File: config.mk
export PLATFORM = sky130hd
export DESIGN_NAME = trc_packer
export DESIGN_NICKNAME = d
export VERILOG_FILES = /design/src/rtl/trc_pkg.sv /design/src/rtl/trc_sig_len.sv /design/src/rtl/trc_assemble.sv /design/src/rtl/trc_serializer.sv /design/src/rtl/trc_packer.sv
export SDC_FILE = /design/constraint.sdc
export NUM_CORES = 1
export LEC_CHECK = 0
export BUFFER_PORTS_ARGS = -buffer_cell sky130_fd_sc_hd__buf_2
export CAP_MARGIN = 20
export CORE_MARGIN = 1.5
export CORE_UTILIZATION = 40
export CTS_CLUSTER_DIAMETER = 40
export CTS_CLUSTER_SIZE = 25
export DETAILED_ROUTE_END_ITERATION = 8
export GPL_ROUTABILITY_DRIVEN = 0
export PLACE_DENSITY = 0.67
export RECOVER_POWER = 100
export SLEW_MARGIN = 25
export SYNTH_ARGS = -nofsm -noshare
export SYNTH_HDL_FRONTEND = slang
export SYNTH_SLANG_ARGS = --single-unit
File: constraint.sdc
create_clock -name clk -period 2.4 [get_ports clk]
set_input_delay 0.48 -clock clk [delete_from_list [all_inputs] [get_ports clk]]
set_output_delay 0.48 -clock clk [all_outputs]
set_load 0.02 [all_outputs]
File: src/rtl/trc_pkg.sv
package trc_pkg;
  localparam int OUT_W   = 12;
  localparam int CTL_W   = 2;
  localparam int TCODE_W = 6;
  localparam int SRC_W   = 4;
  localparam int DSZ_W   = 3;
  localparam int HDR_W   = TCODE_W + SRC_W;   // type + source
  localparam int WRF_W   = HDR_W + DSZ_W;     // fixed part of a write
  localparam int MIN_P0  = OUT_W + 1;         // first packet spans two beats

  typedef enum logic [CTL_W-1:0] {
    CTL_CONT    = 2'b00,
    CTL_PKT_END = 2'b01,
    CTL_MSG_END = 2'b11
  } ctl_e;

  typedef enum logic {
    KIND_BRANCH = 1'b0,
    KIND_WRITE  = 1'b1
  } kind_e;

  localparam logic [TCODE_W-1:0] TC_BRANCH = 6'd3;
  localparam logic [TCODE_W-1:0] TC_WRITE  = 6'd5;
endpackage

File: src/rtl/trc_sig_len.sv
// Significant length of a value: index of highest set bit plus one, min 1.
module trc_sig_len #(
  parameter int W  = 16,
  parameter int LW = $clog2(W + 1)
) (
  input  logic [W-1:0]  value,
  output logic [LW-1:0] len
);
  always_comb begin
    len = LW'(1);
    for (int i = 0; i < W; i++) begin
      if (value[i]) len = LW'(i + 1);
    end
  end
endmodule

File: src/rtl/trc_assemble.sv
// Lays the fields of one message into up to two packets.
module trc_assemble
  import trc_pkg::*;
#(
  parameter int ICNT_W = 16,
  parameter int ADDR_W = 32,
  parameter int DATA_W = 32,
  parameter int PKT_W  = 45,
  parameter int LEN_W  = 6,
  parameter int IL_W   = 5,
  parameter int AL_W   = 6,
  parameter int DLEN_W = 6
) (
  input  logic              kind,
  input  logic [SRC_W-1:0]  src,
  input  logic [DSZ_W-1:0]  dsz,
  input  logic [ICNT_W-1:0] icnt,
  input  logic [ADDR_W-1:0] addr,
  input  logic [DATA_W-1:0] data,
  input  logic [IL_W-1:0]   icnt_len,
  input  logic [AL_W-1:0]   addr_len,
  output logic [PKT_W-1:0]  pkt0,
  output logic [LEN_W-1:0]  len0,
  output logic [DATA_W-1:0] pkt1,
  output logic [DLEN_W-1:0] len1,
  output logic              has_p1
);
  logic [LEN_W-1:0] br_len;

  always_comb begin
    br_len = LEN_W'(HDR_W) + LEN_W'(icnt_len);
    if (kind_e'(kind) == KIND_WRITE) begin
      pkt0   = (PKT_W'(addr) << WRF_W) | (PKT_W'(dsz) << HDR_W)
             | (PKT_W'(src) << TCODE_W) | PKT_W'(TC_WRITE);
      len0   = LEN_W'(WRF_W) + LEN_W'(addr_len);
      has_p1 = 1'b1;
    end else begin
      pkt0   = (PKT_W'(icnt) << HDR_W) | (PKT_W'(src) << TCODE_W)
             | PKT_W'(TC_BRANCH);
      len0   = (br_len < LEN_W'(MIN_P0)) ? LEN_W'(MIN_P0) : br_len;
      has_p1 = 1'b0;
    end
  end

  always_comb begin
    case (dsz)
      3'd0:    len1 = DLEN_W'(8);
      3'd1:    len1 = DLEN_W'(16);
      default: len1 = DLEN_W'(DATA_W);
    endcase
    for (int i = 0; i < DATA_W; i++) begin
      pkt1[i] = data[i] && (i < int'(len1));
    end
  end
endmodule

File: src/rtl/trc_serializer.sv
// Cuts packets into 12-bit beats with registered data and control outputs.
module trc_serializer
  import trc_pkg::*;
#(
  parameter int PKT_W  = 45,
  parameter int LEN_W  = 6,
  parameter int DATA_W = 32,
  parameter int DLEN_W = 6
) (
  input  logic              clk,
  input  logic              rst,
  input  logic              load,
  input  logic [PKT_W-1:0]  pkt0,
  input  logic [LEN_W-1:0]  len0,
  input  logic [DATA_W-1:0] pkt1,
  input  logic [DLEN_W-1:0] len1,
  input  logic              has_p1,
  output logic              ready,
  output logic [OUT_W-1:0]  beat_data,
  output logic [CTL_W-1:0]  beat_ctl
);
  logic              busy;
  logic [PKT_W-1:0]  sh;
  logic [LEN_W-1:0]  rem;
  logic [DATA_W-1:0] p1;
  logic [DLEN_W-1:0] p1_len;
  logic              p1_pend;
  logic              fits;
  ctl_e              ctl_now;

  assign fits  = (rem <= LEN_W'(OUT_W));
  assign ready = !busy || (fits && !p1_pend);

  always_comb begin
    if (!fits)       ctl_now = CTL_CONT;
    else if (p1_pend) ctl_now = CTL_PKT_END;
    else             ctl_now = CTL_MSG_END;
  end

  always_ff @(posedge clk) begin
    if (rst) begin
      busy      <= 1'b0;
      sh        <= '0;
      rem       <= '0;
      p1        <= '0;
      p1_len    <= '0;
      p1_pend   <= 1'b0;
      beat_data <= '0;
      beat_ctl  <= CTL_MSG_END;
    end else begin
      if (busy) begin
        beat_data <= sh[OUT_W-1:0];
        beat_ctl  <= ctl_now;
        if (!fits) begin
          sh  <= sh >> OUT_W;
          rem <= rem - LEN_W'(OUT_W);
        end else if (p1_pend) begin
          sh      <= PKT_W'(p1);
          rem     <= LEN_W'(p1_len);
          p1_pend <= 1'b0;
        end else begin
          busy <= 1'b0;
        end
      end else begin
        beat_data <= '0;
        beat_ctl  <= CTL_MSG_END;
      end
      if (load) begin
        busy    <= 1'b1;
        sh      <= pkt0;
        rem     <= len0;
        p1      <= pkt1;
        p1_len  <= len1;
        p1_pend <= has_p1;
      end
    end
  end
endmodule

File: src/rtl/trc_packer.sv
module trc_packer
  import trc_pkg::*;
#(
  parameter int ICNT_W = 16,
  parameter int ADDR_W = 32,
  parameter int DATA_W = 32
) (
  input  logic              clk,
  input  logic              rst,
  input  logic              msg_valid,
  output logic              msg_ready,
  input  logic              msg_kind,
  input  logic [3:0]        msg_src,
  input  logic [2:0]        msg_dsz,
  input  logic [ICNT_W-1:0] msg_icnt,
  input  logic [ADDR_W-1:0] msg_addr,
  input  logic [DATA_W-1:0] msg_data,
  output logic [11:0]       tp_data,
  output logic [1:0]        tp_ctl
);
  localparam int BR_W   = HDR_W + ICNT_W;
  localparam int WR_W   = WRF_W + ADDR_W;
  localparam int P0_W   = (BR_W > WR_W) ? BR_W : WR_W;
  localparam int PKT_W  = (P0_W > DATA_W) ? P0_W : DATA_W;
  localparam int LEN_W  = $clog2(PKT_W + 1);
  localparam int IL_W   = $clog2(ICNT_W + 1);
  localparam int AL_W   = $clog2(ADDR_W + 1);
  localparam int DLEN_W = $clog2(DATA_W + 1);

  logic [IL_W-1:0]   icnt_len;
  logic [AL_W-1:0]   addr_len;
  logic [PKT_W-1:0]  pkt0;
  logic [LEN_W-1:0]  len0;
  logic [DATA_W-1:0] pkt1;
  logic [DLEN_W-1:0] len1;
  logic              has_p1;
  logic              load;

  trc_sig_len #(.W(ICNT_W), .LW(IL_W)) u_icnt_len (
    .value(msg_icnt), .len(icnt_len));

  trc_sig_len #(.W(ADDR_W), .LW(AL_W)) u_addr_len (
    .value(msg_addr), .len(addr_len));

  trc_assemble #(
    .ICNT_W(ICNT_W), .ADDR_W(ADDR_W), .DATA_W(DATA_W), .PKT_W(PKT_W),
    .LEN_W(LEN_W), .IL_W(IL_W), .AL_W(AL_W), .DLEN_W(DLEN_W)
  ) u_asm (
    .kind(msg_kind), .src(msg_src), .dsz(msg_dsz), .icnt(msg_icnt),
    .addr(msg_addr), .data(msg_data), .icnt_len(icnt_len),
    .addr_len(addr_len), .pkt0(pkt0), .len0(len0), .pkt1(pkt1),
    .len1(len1), .has_p1(has_p1));

  assign load = msg_valid && msg_ready;

  trc_serializer #(
    .PKT_W(PKT_W), .LEN_W(LEN_W), .DATA_W(DATA_W), .DLEN_W(DLEN_W)
  ) u_ser (
    .clk(clk), .rst(rst), .load(load), .pkt0(pkt0), .len0(len0),
    .pkt1(pkt1), .len1(len1), .has_p1(has_p1), .ready(msg_ready),
    .beat_data(tp_data), .beat_ctl(tp_ctl));
endmodule

# == After elaboration in Yosys (flattened, before gate mapping) ==
# Index checks and enable logic that the tools add are counted.
# Widths: inputs -> output; s select.
# word_totals
wordCells,162
register_bits,105
out_inout_bits,15
# classes
n_eq_ne,2
addsub,3
mux,68
n_bitwise,4
n_lt_le_gt_ge,34
reduce_logical,43
# op_table
cell,count
$mux 45,5
$lt 5x6->1 const A,16
$mux 5,17
$mux 4,16
$lt 4x6->1 const A,8
$or 45x10->45,1
$or 45x13->45,1
$mux 6,7
$logic_and 1x1->1,34
$or 26x10->26,1
$lt 3x6->1 const A,4
$mux 3,8
$lt 1x6->1 const A,2
$lt 2x6->1 const A,2
$mux 2,6
$pmux 6 s2,1
$mux 1,8
$add 4x5->6 const A,1
$add 4x6->6 const A,1
$le 6x4->1 const B,1
$lt 6x4->1 const B,1
$sub 6x4->6 const B,1
$reduce_and 2->1,2
$reduce_bool 2->1,2
7 further kinds,8

# == Logic depth before layout (Yosys ltp) ==
# Gate-level depths: netlist (run 1).
# depth
depth_word,34
ltp_mapped,11
mapped_depth_nobuf,11

# == Hierarchy ==
# Synthesis (run 1) repeated with hierarchy kept, for this count alone.
# hier_totals
hier_cells,700
area_unflattened_um2,6142.1
# by_module_without_submodules
module,n_inst,area_each_um2,seq_area_each_um2,cells_per_inst
trc_serializer,1,4652.0,2102.0,480
trc_assemble,1,993.5,0.0,130
trc_sig_len (u_addr_len),1,336.6,0.0,65
trc_sig_len (u_icnt_len),1,153.9,0.0,24
trc_packer,1,6.3,0.0,1

# == Worst setup path before layout (run 1) ==
# OpenSTA, ideal clock, no wires.
# synth_timing
path_kind,input to register
start,in msg_addr[14]
end,reg u_ser.rem[2]
setup_ns,0.076
path_buffers,0
stages,9
arrival_ns,2.174
required_time_ns,2.324
path_slack_ns,0.150
path_cell_list,or3_1 > a221o_1 > a21oi_1 > o221ai_1 > nor2b_1 > ha_1 > a31oi_1 > o311ai_0 > o22ai_1
# synth_between
elab_chain_cells,21
# synth_lines
item,line_no,source
from (decl),trc_packer.sv:16,"input logic [ADDR_W-1:0] msg_addr,"
$mux 4,trc_sig_len.sv:12,if (value[i]) len = LW'(i + 1);
$mux 5 (16 in series),trc_sig_len.sv:12,
$mux 6,trc_sig_len.sv:12,
$add 4x6->6,trc_assemble.sv:35,len0 = LEN_W'(WRF_W) + LEN_W'(addr_len);
$mux 6,trc_assemble.sv:32,if (kind_e'(kind) == KIND_WRITE) begin
$mux 6,trc_serializer.sv:68,if (load) begin
to (signal assigned),trc_serializer.sv:56,rem <= rem - LEN_W'(OUT_W);
to (signal assigned),trc_serializer.sv:59,rem <= LEN_W'(p1_len);
to (signal assigned),trc_serializer.sv:71,rem <= len0;
to (decl),trc_serializer.sv:24,logic [LEN_W-1:0] rem;
# Every way passes these cells.
# A chain may end at the register's enable or synchronous reset.

# == Worst setup path in the final report (run 1) ==
# layout_timing
start,reg u_ser.rem[2]
end,out msg_ready
# layout_between
elab_chain_cells,3
# layout_lines
item,line_no,source
$le 6x4->1,trc_serializer.sv:31,assign fits = (rem <= LEN_W'(OUT_W));
$logic_and 1x1->1,trc_serializer.sv:32,assign ready = !busy || (fits && !p1_pend);
$logic_or 1x1->1,trc_serializer.sv:32,
to (decl),trc_packer.sv:11,"output logic msg_ready,"
# Every way passes these cells.

==> impl_metrics.sql, run 1 <==
INSERT INTO impl_metrics (metric_group, metric, value, unit) VALUES
('die', 'floorplan.rows', '40', ''),
('timing', 'period_share', '98.16', '%'),
('synth', 'mappedNetlistArea', '4956', 'um^2'),
('place', 'detailedPlace.worstSlack', '-0.1927', 'ns'),
('grt', 'grt_overflow', '0', ''),
('clock_tree', 'path_clk_slew', '0.07', 'ns'),
('detailed_routing', 'detail_route.wl_per_cell', '16.18', 'um'),
('grt', 'globalRouteTotalUtil', '22.70', '%'),
('synth', 'seq_area_frac_synth', '41.20', '%'),
('setup_path', 'timing.setup.critical_path_class', 'register to output port', ''),
('detailed_routing', 'routed_wl', '14610', 'um'),
('place', 'port_buffers', '105', ''),
('finish', 'design.final.nets', '824', ''),
('power', 'total_power', '0.004191', 'W'),
('finish', 'area_growth', '22.97', '%'),
('die', 'design.core.area', '12060', 'um^2'),
('detailed_routing', 'detailroute.via_count', '4955', ''),
('timing', 'fin_ws', '0.04420', 'ns'),
('synth', 'post-synth-top-area-cell', 'sky130_fd_sc_hd__dfxtp_1', ''),
('setup_path', 'timing.critical_path.arrival', '1.88', 'ns'),
('detailed_routing', 'drt_pre_antenna_iters', '5', ''),
('place', 'dp.final_hpwl', '11170', 'um'),
('synth', 'synth_enable_flop_cells', '0', ''),
('synth', 'async_reset_ff_share', '0', '%'),
('setup_path', 'critPathLaunchType', 'register', ''),
('clock_tree', 'cts_tree', 'done', ''),
('timing', 'final-hold-violation-count', '0', ''),
('clock_tree', 'numCtsBuffers', '9', ''),
('die', 'top_level_ports', '106', ''),
('clock_tree', 'clkLatencyLatePin', '0.35', 'ns'),
('timing', 'period_needed', '2.356', 'ns'),
('clock_tree', 'holdBufCountCts', '0', ''),
('detailed_routing', 'avgViaCountPerCell', '5.487', ''),
('timing', 'max_slew.worst_pin.slew', '0.6740', 'ns'),
('finish', 'n_antenna_cell', '0', ''),
('finish', 'final_layout_size_suffix_gt1_share', '20.54', '%'),
('clock_tree', 'clock_tree.htree_level_count', '3', ''),
('power', 'power-per-cell-area', '687.7', 'nW/um^2'),
('finish', 'mostFrequentLayoutCells', '102 x sky130_fd_sc_hd__dfxtp_1, 90 x sky130_fd_sc_hd__nand2_1, 90 x sky130_fd_sc_hd__buf_2', ''),
('timing', 'timing.final.setup_violations', '0', ''),
('finish', 'layout.cells.most_common', 'sky130_fd_sc_hd__dfxtp_1', ''),
('die', 'die-area', '13070', 'um^2'),
('synth', 'synth-warning-count', '0', ''),
('power', 'power.static_leakage', '2.441', 'nW'),
('timing', 'rsz0062_at_grt', 'true', ''),
('detailed_routing', 'remaining_drc_errors', '0', ''),
('setup_path', 'cp.required', '1.92', 'ns'),
('power', 'power.ir.vdd_worst', '0.3249', 'mV'),
('setup_path', 'timing.critical_path.to_type', 'output port', ''),
('synth', 'top_area_cell_type_share_of_the_netlist_area', '41.20', '%'),
('grt', 'grt_pass1_vias', '4603', ''),
('die', 'initial_utilization', '41.09', '%'),
('die', 'die_width', '114.3', 'um'),
('synth', 'synth_cell_type_count', '54', ''),
('die', 'die_height', '114.3', 'um'),
('run_status', 'status', 'finished clean', ''),
('synth', 'syn-num-nets', '720', ''),
('timing', 'relSlewSlack', '55.07', '%'),
('clock_tree', 'clkSinkCount', '102', ''),
('synth', 'synth.area.top_cells', 'sky130_fd_sc_hd__dfxtp_1 41%, sky130_fd_sc_hd__a21oi_1 6.9%, sky130_fd_sc_hd__nand2_1 6.8%', ''),
('grt', 'grt_pass1_wl', '23310', 'um'),
('clock_tree', 'root_buf_cell', 'sky130_fd_sc_hd__clkbuf_16', ''),
('detailed_routing', 'ant_nets', '0', ''),
('timing', 'totalNegativeSetupSlack', '0', 'ns'),
('clock_tree', 'cts.path.max_buffers', '2', ''),
('timing', 'timing.fmax', '424.5', 'MHz'),
('timing', 'fin_skew', '0.006436', 'ns'),
('synth', 'postSynthRegisterBits', '102', ''),
('synth', 'synth_area_per_cell', '7.917', 'um^2'),
('grt', 'maximum_number_of_pins_on_one_net_before_global_route_repair', '33', ''),
('min_path', 'hp-class', 'input pin to register', ''),
('timing', 'slew_viol_final', '0', ''),
('synth', 'synthesis.instances', '626', ''),
('synth', 'dominantRegCellSynth', 'sky130_fd_sc_hd__dfxtp_1', ''),
('detailed_routing', 'drt-initial-drc-count', '458', ''),
('setup_path', 'path_max_fanout', '6', ''),
('finish', 'filler_cell_count', '1167', ''),
('run', 'drv.max_cap_violation_count', '0', ''),
('grt', 'grt_antenna_before_repair', '0', ''),
('timing', 'timing.hold.ws', '0.3692', 'ns');
==> Yosys cell counts, types with 2 or more instances <==
cell / n
sky130_fd_sc_hd__buf_1: 6
sky130_fd_sc_hd__and2_1: 14
sky130_fd_sc_hd__o21bai_1: 4
sky130_fd_sc_hd__o311ai_0: 2
sky130_fd_sc_hd__o211ai_1: 2
sky130_fd_sc_hd__o21ai_1: 3
sky130_fd_sc_hd__a31oi_1: 5
sky130_fd_sc_hd__dfxtp_1: 102
sky130_fd_sc_hd__ha_1: 3
sky130_fd_sc_hd__inv_1: 14
sky130_fd_sc_hd__buf_2: 11
sky130_fd_sc_hd__nand2_1: 90
sky130_fd_sc_hd__clkbuf_1: 27
sky130_fd_sc_hd__a21oi_1: 68
sky130_fd_sc_hd__nand3_1: 12
sky130_fd_sc_hd__o22ai_1: 2
sky130_fd_sc_hd__or3_1: 4
sky130_fd_sc_hd__nor2b_1: 8
sky130_fd_sc_hd__mux2i_1: 26
sky130_fd_sc_hd__a221oi_1: 2
sky130_fd_sc_hd__nor3_1: 12
sky130_fd_sc_hd__o21ai_0: 12
sky130_fd_sc_hd__a221o_1: 2
sky130_fd_sc_hd__a211oi_1: 11
sky130_fd_sc_hd__nor2_2: 2
sky130_fd_sc_hd__nor4_1: 10
sky130_fd_sc_hd__nor2_1: 87
sky130_fd_sc_hd__a311oi_1: 23
sky130_fd_sc_hd__nand4_1: 2
sky130_fd_sc_hd__a22oi_1: 16
sky130_fd_sc_hd__a22o_1: 12
sky130_fd_sc_hd__o21a_1: 3
sky130_fd_sc_hd__nand2b_1: 7
sky130_fd_sc_hd__or4_4: 2
==> logic make-up after synthesis <==
group / synth area share (%)
adders and majority gates: 0.7575
and+or+nand+nor: 23.53
AOI/OAI and AO/OA: 24.41
DFF: 41.20
buffers and inverters: 4.670
xor gates and xnor gates: 0.1768
muxes: 5.251
==> routing by layer <==
metal / up-vias / part of all wire, % / track usage, %
met5: - / 0 / 0
met4: 0 / 1.8 / 7.000
met3: 18 / 7.7 / 4.341
met2: 184 / 46 / 35.82
met1: 2306 / 45 / 31.47
li1: 2447 / - / -
==> worst paths after layout <==
kind / from / to / slack, ns / cells after the start
hold / removal: msg_data[6] / u_ser.p1[6] / 0.37 / 3
setup reg to reg: u_ser.rem[2] / u_ser.sh[8] / 0.10 / 6
setup / recovery: u_ser.rem[2] / msg_ready / 0.04 / 6
hold reg to reg: u_ser.p1[13] / u_ser.p1[13] / 0.45 / 2
==> through the flow <==
step	instances	instance area (um^2)	utilization (%)
floorplan	626	4956	-
global placement	886	5779	47.91
detailed placement	886	5779	47.91
CTS	902	6088	50.48
global route	903	6095	50.53
finish	903	6095	50.53
==> area by class of cell <==
type | count | area [um^2] | share of cell area, %
Timing Repair Buffer | 137 | 784.5 | 12.87
Clock buffer | 9 | 225.2 | 3.695
Multi-Input combinational cell | 466 | 2699 | 44.28
Sequential cell | 102 | 2042 | 33.50
Clock inverter | 7 | 81.33 | 1.334
Inverter | 14 | 52.55 | 0.8622
Tap cell | 168 | 210.2 | 3.449
==> registers in the layout, summed over array words and instances, names as in the netlist <==
name             cells
u_ser.beat_data     12
u_ser.p1            32
u_ser.busy           1
u_ser.beat_ctl       2
u_ser.p1_pend        1
u_ser.p1_len         3
u_ser.rem            6
u_ser.sh            45
==> what timing repair did <==
item                       in CTS  in global routing
setup endpoints to repair       1                 21
gates resized for setup         1                  4
pin swaps                       0                  1
buffers inserted                0                  1
==> report_power, final <==
group	switching (W)	leakage (nW)	internal, W	total, W
Combinational	0.000479	1.46	0.000325	0.000804
Sequential	0.0000740	0.837	0.00181	0.00188
Clock	0.000677	0.146	0.000825	0.00150
==> critical path, stage by stage, from the launching register on <==
cell	delay (ns)
sky130_fd_sc_hd__dfxtp_1	0.36
sky130_fd_sc_hd__ha_1	0.22
sky130_fd_sc_hd__o21a_1	0.16
sky130_fd_sc_hd__o41a_1	0.35
sky130_fd_sc_hd__buf_4	0.18
sky130_fd_sc_hd__inv_2	0.11
sky130_fd_sc_hd__buf_4	0.15
(Power assumes the default switching activity.)
==> run 2, diff against run 1 <==
--- a/config.mk
+++ b/config.mk
@@ -5,8 +5,9 @@
 export SDC_FILE = /design/constraint.sdc
 export NUM_CORES = 1
 export LEC_CHECK = 0
+export ABC_AREA = 1
 export BUFFER_PORTS_ARGS = -buffer_cell sky130_fd_sc_hd__buf_2
-export CAP_MARGIN = 20
+export CAP_MARGIN = 40
 export CORE_MARGIN = 1.5
 export CORE_UTILIZATION = 40
 export CTS_CLUSTER_DIAMETER = 40
==> impl_metrics.sql, run 2 <==
INSERT INTO impl_metrics (metric_group, metric, value, unit) VALUES
('detailed_routing', 'drt-initial-drc-count', '342', ''),
('detailed_routing', 'avgViaCountPerCell', '5.115', ''),
('grt', 'grt_antenna_before_repair', '0', ''),
('setup_path', 'timing.setup.critical_path_class', 'input pin to register', ''),
('grt', 'grtUsageMet2', '37.21', '%'),
('clock_tree', 'path_clk_slew', '0.08', 'ns'),
('timing', 'fin_ws', '-0.1998', 'ns'),
('min_path', 'hold_path.startpoint', 'msg_data[3]', ''),
('synth', 'seq_area_frac_synth', '41.90', '%'),
('timing', 'slew_viol_final', '0', ''),
('place', 'detailedPlace.worstSlack', '-0.6392', 'ns'),
('detailed_routing', 'drt_pre_antenna_iters', '5', ''),
('grt', 'grt_util_met1', '29.16', '%'),
('timing', 'rsz0062_at_grt', 'true', ''),
('clock_tree', 'holdBufCountCts', '0', ''),
('setup_path', 'critical-path-max-stage-delay', '0.25', 'ns'),
('die', 'die_height', '113.4', 'um'),
('finish', 'largest_register_ffs', '45', ''),
('run_status', 'failing_checks', 'setup timing', ''),
('die', 'die_width', '113.4', 'um'),
('run', 'drv.max_cap_violation_count', '0', ''),
('detailed_routing', 'detail_route.wl_per_cell', '14.35', 'um'),
('synth', 'post-synth-top-area-cell', 'sky130_fd_sc_hd__dfxtp_1', ''),
('detailed_routing', 'ant_nets', '0', ''),
('power', 'power-per-cell-area', '674.0', 'nW/um^2'),
('finish', 'largest_registers', 'u_ser.sh (45), u_ser.p1 (32), u_ser.beat_data (12)', ''),
('synth', 'syn-num-nets', '808', ''),
('synth', 'synth_enable_flop_cells', '0', ''),
('timing', 'timing.final.setup_violations', '20', ''),
('synth', 'synth_commonest_cells', '181 x sky130_fd_sc_hd__nand2_1, 102 x sky130_fd_sc_hd__dfxtp_1, 91 x sky130_fd_sc_hd__inv_1', ''),
('timing', 'period_needed', '2.600', 'ns'),
('clock_tree', 'cts.path.max_buffers', '2', ''),
('grt', 'grt_overflow', '0', ''),
('setup_path', 'critPathLaunchType', 'input pin', ''),
('finish', 'stdcell_area', '6230', 'um^2'),
('run_status', 'status', 'finished with violations', ''),
('clock_tree', 'root_buf_cell', 'sky130_fd_sc_hd__clkbuf_16', ''),
('power', 'power.static_leakage', '2.874', 'nW'),
('die', 'die-area', '12860', 'um^2'),
('detailed_routing', 'routed_wl', '14360', 'um'),
('power', 'power.ir.vdd_worst', '0.4957', 'mV'),
('synth', 'synth.area.top_cells', 'sky130_fd_sc_hd__dfxtp_1 42%, sky130_fd_sc_hd__nand2_1 14%, sky130_fd_sc_hd__a21oi_1 7.9%', ''),
('place', 'dp.final_hpwl', '10880', 'um'),
('setup_path', 'timing.critical_path.to_type', 'register', ''),
('synth', 'mappedNetlistArea', '4873', 'um^2'),
('grt', 'grt_pass1_wl', '22650', 'um'),
('synth', 'synth_most_common_cell', 'sky130_fd_sc_hd__nand2_1', ''),
('synth', 'dominantRegCellSynth', 'sky130_fd_sc_hd__dfxtp_1', ''),
('synth', 'synth-warning-count', '0', ''),
('clock_tree', 'clock_tree.htree_level_count', '3', ''),
('timing', 'max_slew.worst_pin.slew', '0.5876', 'ns'),
('clock_tree', 'clkLatencyLatePin', '0.35', 'ns'),
('timing', 'relSlewSlack', '60.83', '%'),
('clock_tree', 'cts_tree', 'done', ''),
('timing', 'timing.fmax', '384.6', 'MHz'),
('setup_path', 'path_max_fanout', '2', ''),
('clock_tree', 'clkSinkCount', '102', ''),
('timing', 'period_share', '108.3', '%'),
('finish', 'filler_cell_count', '1237', ''),
('place', 'postPlaceCellArea', '5858', 'um^2'),
('finish', 'design.final.nets', '943', ''),
('die', 'design.core.area', '11960', 'um^2'),
('setup_path', 'worst_path_most_repeated_cell', 'sky130_fd_sc_hd__nand2_1', ''),
('grt', 'maximum_number_of_pins_on_one_net_before_global_route_repair', '47', ''),
('setup_path', 'cp.required', '2.68', 'ns'),
('synth', 'synth_area_per_cell', '6.826', 'um^2'),
('die', 'floorplan.rows', '40', ''),
('setup_path', 'reg2reg_from', 'u_ser.rem[2]', ''),
('synth', 'synth_cell_type_count', '40', ''),
('synth', 'async_reset_ff_share', '0', '%'),
('finish', 'area_growth', '27.83', '%'),
('min_path', 'hp-class', 'input pin to register', ''),
('finish', 'n_antenna_cell', '0', ''),
('timing', 'final-hold-violation-count', '0', ''),
('finish', 'registers.top_by_ff_count', 'u_ser.sh', ''),
('finish', 'final_layout_size_suffix_gt1_share', '21.55', '%'),
('finish', 'layout.cells.most_common', 'sky130_fd_sc_hd__nand2_1', ''),
('synth', 'synthesis.instances', '714', ''),
('timing', 'fin_skew', '0.01309', 'ns'),
('grt', 'grt_busiest_layer', 'met2', ''),
('synth', 'postSynthRegisterBits', '102', ''),
('synth', 'top_area_cell_type_share_of_the_netlist_area', '41.90', '%'),
('detailed_routing', 'remaining_drc_errors', '0', ''),
('finish', 'mostFrequentLayoutCells', '178 x sky130_fd_sc_hd__nand2_1, 102 x sky130_fd_sc_hd__dfxtp_1, 88 x sky130_fd_sc_hd__inv_1, 88 x sky130_fd_sc_hd__buf_2, 77 x sky130_fd_sc_hd__a21oi_1', ''),
('detailed_routing', 'detailroute.via_count', '5120', ''),
('die', 'initial_utilization', '40.74', '%'),
('setup_path', 'critical-path-slowest-cell', 'sky130_fd_sc_hd__or2_4', ''),
('grt', 'grt_pass1_vias', '4600', ''),
('timing', 'timing.hold.ws', '0.3497', 'ns'),
('place', 'port_buffers', '105', ''),
('setup_path', 'timing.critical_path.from', 'msg_addr[2]', ''),
('die', 'top_level_ports', '106', ''),
('grt', 'grt_use_met3', '4.198', '%'),
('setup_path', 'timing.critical_path.arrival', '2.88', 'ns'),
('grt', 'globalRouteTotalUtil', '22.41', '%'),
('clock_tree', 'numCtsBuffers', '9', '');
[run 2: cell count changes after synthesis, sizes merged, moves of 16 or more]
cell | before | now
o21ai | 16 | 65
a311oi | 24 | 0
a22oi | 16 | 0
nand2 | 90 | 183
nor2 | 90 | 63
mux2i | 26 | 0
inv | 14 | 98
[run 2: path summary, 6_finish.rpt]
path | endpoint | slack (ns) | depth (start not counted)
worst max register to register | u_ser.rem[1] | -0.14 | 13
worst min-delay path | u_ser.p1[3] | 0.35 | 3
worst min register to register | u_ser.beat_data[7] | 0.44 | 2
worst max-delay path | u_ser.rem[2] | -0.20 | 37
[run 2: worst max-delay path, delay by kind of cell]
family | cells | cell delay [ns]
fa+ha+maj | 1 | 0.16
simple gates | 30 | 1.68
buf+inv | 3 | 0.27
compound gates | 3 | 0.31
[run 2: timing repair]
item / in CTS / in global routing
resized for setup: 7 / 13
pin swaps: 8 / 4
buffers inserted: 1 / 2
setup endpoints to repair: 3 / 23
[run 2: cells by family after synthesis]
group	count (synthesis)	synth area share, %
DFF	102	41.90
buffers and inverters	133	10.50
and+or+nand+nor	279	22.98
xor gates and xnor gates	3	0.5393
adders and majority gates	3	0.7703
AOI/OAI and AO/OA	194	23.31
[run 2: per-stage QoR]
stage / instances / utilization [%] / setup TNS [ns] / power, W
after detailed placement: 982 / 48.97 / -2.404 / 0.002742
final: 1001 / 52.08 / -0.9197 / 0.004199
after global routing: 1001 / 52.08 / -10.09 / 0.004397
after floorplan: 714 / - / -0.4042 / 0.002386
after CTS: 999 / 51.85 / -0.3646 / 0.004201
after global placement: 982 / 48.97 / -2.210 / 0.002735
[run 2: power breakdown]
part           total [W]  leakage, nW  internal, W  switching (W)
Sequential       0.00186        0.837      0.00181      0.0000519
Clock            0.00146        0.146     0.000742       0.000719
Combinational   0.000874         1.89     0.000335       0.000540
[run 2: final cells by class]
| cell class | instances | area, um^2 | share of cell area (%) |
|---|---|---|---|
| Clock buffer | 9 | 225.2 | 3.615 |
| Clock inverter | 7 | 80.08 | 1.285 |
| Inverter | 99 | 384.1 | 6.166 |
| Multi-Input combinational cell | 479 | 2380 | 38.20 |
| Sequential cell | 102 | 2042 | 32.78 |
| Tap cell | 147 | 183.9 | 2.952 |
| Timing Repair Buffer | 158 | 934.6 | 15.00 |
[run 2: metal layers]
metal	wire, um	vias to the layer above
met3	732	28
met4	343	0
met2	6850	169
met5	0	-
met1	6434	2306
li1	-	2617
==> run 3, diff against run 2 <==
==> constraint.sdc (replaced) <==
create_clock -name clk -period 2.4 [get_ports clk]
set_input_delay 0.48 -clock clk [delete_from_list [all_inputs] [get_ports clk]]
set_output_delay 0.48 -clock clk [all_outputs]
set_load 0.01 [all_outputs]
==> impl_metrics.sql, run 3 (synthesis results as in run 2) <==
INSERT INTO impl_metrics (metric_group, metric, value, unit) VALUES
('power', 'total_power', '0.004196', 'W'),
('die', 'design.core.area', '11960', 'um^2'),
('setup_path', 'timing.setup.critical_path_class', 'input pin to register', ''),
('detailed_routing', 'routed-wl-met2', '6861', 'um'),
('min_path', 'hold_path.startpoint', 'msg_data[3]', ''),
('finish', 'final_layout_size_suffix_gt1_share', '21.43', '%'),
('detailed_routing', 'avgViaCountPerCell', '5.115', ''),
('detailed_routing', 'topRoutingLayerUsed', 'met4', ''),
('timing', 'rsz0062_at_grt', 'true', ''),
('setup_path', 'reg2reg_from', 'u_ser.rem[2]', ''),
('power', 'p_switching', '0.001308', 'W'),
('grt', 'grt_overflow', '0', ''),
('place', 'dp.final_hpwl', '10880', 'um'),
('grt', 'grt_antenna_before_repair', '0', ''),
('clock_tree', 'clock_tree.htree_level_count', '3', ''),
('setup_path', 'timing.critical_path.to_type', 'register', ''),
('setup_path', 'cp_num_buf_inv', '3', ''),
('grt', 'maximum_number_of_pins_on_one_net_before_global_route_repair', '47', ''),
('finish', 'n_antenna_cell', '0', ''),
('grt', 'globalRouteTotalUtil', '22.41', '%'),
('die', 'die-area', '12860', 'um^2'),
('finish', 'design.final.nets', '943', ''),
('finish', 'largest_register_ffs', '45', ''),
('finish', 'utilization', '52.07', '%'),
('setup_path', 'timing.critical_path.from', 'msg_addr[2]', ''),
('clock_tree', 'path_clk_slew', '0.08', 'ns'),
('die', 'top_level_ports', '106', ''),
('power', 'comb_power_share', '20.7', '%'),
('timing', 'timing.final.setup_violations', '22', ''),
('timing', 'fin_skew', '0.01360', 'ns'),
('clock_tree', 'clkLatencyLatePin', '0.35', 'ns'),
('setup_path', 'path_max_fanout', '2', ''),
('setup_path', 'critical_path.top_delay_family', 'simple AND/OR/NAND/NOR gates', ''),
('detailed_routing', 'drt_pre_antenna_iters', '7', ''),
('finish', 'layout.cells.most_common', 'sky130_fd_sc_hd__nand2_1', ''),
('timing', 'period_needed', '2.600', 'ns'),
('place', 'postPlaceCellArea', '5858', 'um^2'),
('detailed_routing', 'detailroute.wirelength.met3', '736', 'um'),
('power', 'seqPwrFrac', '44.4', '%'),
('timing', 'timing.fmax', '384.7', 'MHz'),
('finish', 'stdcell_area', '6228', 'um^2'),
('detailed_routing', 'remaining_drc_errors', '0', ''),
('timing', 'totalNegativeSetupSlack', '-1.047', 'ns'),
('timing', 'relSlewSlack', '60.84', '%'),
('run', 'drv.max_cap_violation_count', '0', ''),
('min_path', 'hp-class', 'input pin to register', ''),
('finish', 'filler_cell_count', '1238', ''),
('detailed_routing', 'routed_wl', '14370', 'um'),
('power', 'cellInternalPower', '0.002888', 'W'),
('power', 'netSwitchingFraction', '31.17', '%'),
('clock_tree', 'cts_tree', 'done', ''),
('clock_tree', 'numCtsBuffers', '9', ''),
('timing', 'final-hold-violation-count', '0', ''),
('finish', 'area_growth', '27.80', '%'),
('finish', 'mostFrequentLayoutCells', '178 x sky130_fd_sc_hd__nand2_1, 102 x sky130_fd_sc_hd__dfxtp_1, 88 x sky130_fd_sc_hd__inv_1, 88 x sky130_fd_sc_hd__buf_2, 77 x sky130_fd_sc_hd__a21oi_1', ''),
('die', 'floorplan.rows', '40', ''),
('detailed_routing', 'detailroute.via_count', '5120', ''),
('place', 'port_buffers', '105', ''),
('die', 'initial_utilization', '40.74', '%'),
('timing', 'max_slew.worst_pin.slew', '0.5875', 'ns'),
('detailed_routing', 'routedLengthMet1', '6431', 'um'),
('grt', 'grt_pass1_vias', '4600', ''),
('setup_path', 'critical-path-max-stage-delay', '0.25', 'ns'),
('setup_path', 'cp.required', '2.68', 'ns'),
('die', 'die_height', '113.4', 'um'),
('finish', 'largest_registers', 'u_ser.sh (45), u_ser.p1 (32), u_ser.beat_data (12)', ''),
('timing', 'fin_ws', '-0.1995', 'ns'),
('detailed_routing', 'detail_route.wl_per_cell', '14.35', 'um'),
('clock_tree', 'cts.path.max_buffers', '2', ''),
('timing', 'slew_viol_final', '0', ''),
('setup_path', 'worst_path_most_repeated_cell', 'sky130_fd_sc_hd__nand2_1', ''),
('setup_path', 'critPathLaunchType', 'input pin', ''),
('run_status', 'status', 'finished with violations', ''),
('clock_tree', 'root_buf_cell', 'sky130_fd_sc_hd__clkbuf_16', ''),
('power', 'power.ir.vdd_worst', '0.4957', 'mV'),
('detailed_routing', 'drt-initial-drc-count', '341', ''),
('timing', 'period_share', '108.3', '%'),
('die', 'die_width', '113.4', 'um'),
('detailed_routing', 'ant_nets', '0', ''),
('setup_path', 'timing.critical_path.arrival', '2.88', 'ns'),
('run_status', 'failing_checks', 'setup timing', ''),
('setup_path', 'critical-path-slowest-cell', 'sky130_fd_sc_hd__or2_4', ''),
('finish', 'registers.top_by_ff_count', 'u_ser.sh', ''),
('power', 'power-per-cell-area', '673.6', 'nW/um^2'),
('power', 'power.static_leakage', '2.872', 'nW'),
('power', 'clock_network_fraction_of_total_power', '34.9', '%'),
('grt', 'grt_pass1_wl', '22650', 'um'),
('clock_tree', 'clkSinkCount', '102', '');
-- run 3: cell count changes in the layout (fill, tap and decap cells not counted) --
| cell | previous run | this run |
|---|---|---|
| sky130_fd_sc_hd__clkbuf_2 | 3 | 2 |
| sky130_fd_sc_hd__clkbuf_1 | 17 | 18 |
-- run 3: cell type report --
type / count / area, um^2 / area share [%]
Clock inverter: 7 / 80.08 / 1.286
Sequential cell: 102 / 2042 / 32.78
Clock buffer: 9 / 225.2 / 3.616
Inverter: 99 / 384.1 / 6.167
Timing Repair Buffer: 158 / 933.4 / 14.99
Tap cell: 147 / 183.9 / 2.953
Multi-Input combinational cell: 479 / 2380 / 38.21
-- run 3: path summary, 6_finish.rpt --
check / slack [ns] / cells past startpoint / end
max: -0.20 / 37 / u_ser.rem[2]
min: 0.35 / 3 / u_ser.p1[3]
max reg2reg: -0.14 / 13 / u_ser.rem[1]
min reg2reg: 0.44 / 2 / u_ser.beat_data[7]
-- run 3: timing repair --
action,in CTS,in global routing
resized for setup,7,13
pin swaps,8,4
hold buffers,0,0
buffers inserted,1,2
endpoints found under the setup margin,3,23
-- run 3: per-stage QoR --
stage | cells | hold slack, ns | setup slack, ns
after floorplan | 714 | 0.4084 | -0.2571
after global placement | 982 | 0.4251 | -0.5873
after detailed placement | 982 | 0.4303 | -0.6392
after CTS | 999 | 0.3402 | -0.1865
after global routing | 1001 | 0.3644 | -0.4816
final | 1001 | 0.3482 | -0.1995
-- run 3: worst min-delay path, cell delays in order --
cell and delay [ns]:
sky130_fd_sc_hd__buf_2 0.07, sky130_fd_sc_hd__nor2_1 0.03, sky130_fd_sc_hd__nor2_1 0.08
-- run 3: layer usage --
layer / global-route usage, % / vias to the layer above
met1: 29.16 / 2303
li1: - / 2617
met2: 37.21 / 173
met3: 4.198 / 27
met5: 0 / -
met4: 8.333 / 0
-- run 3: power by group through the flow --
stage	Combinational (W)	Sequential [W]	Clock (W)
floorplan	0.000493	0.00189	0
global placement	0.000831	0.00190	0
detailed placement	0.000836	0.00190	0
CTS	0.000851	0.00186	0.00148
global route	0.000963	0.00188	0.00155
finish	0.000869	0.00186	0.00146
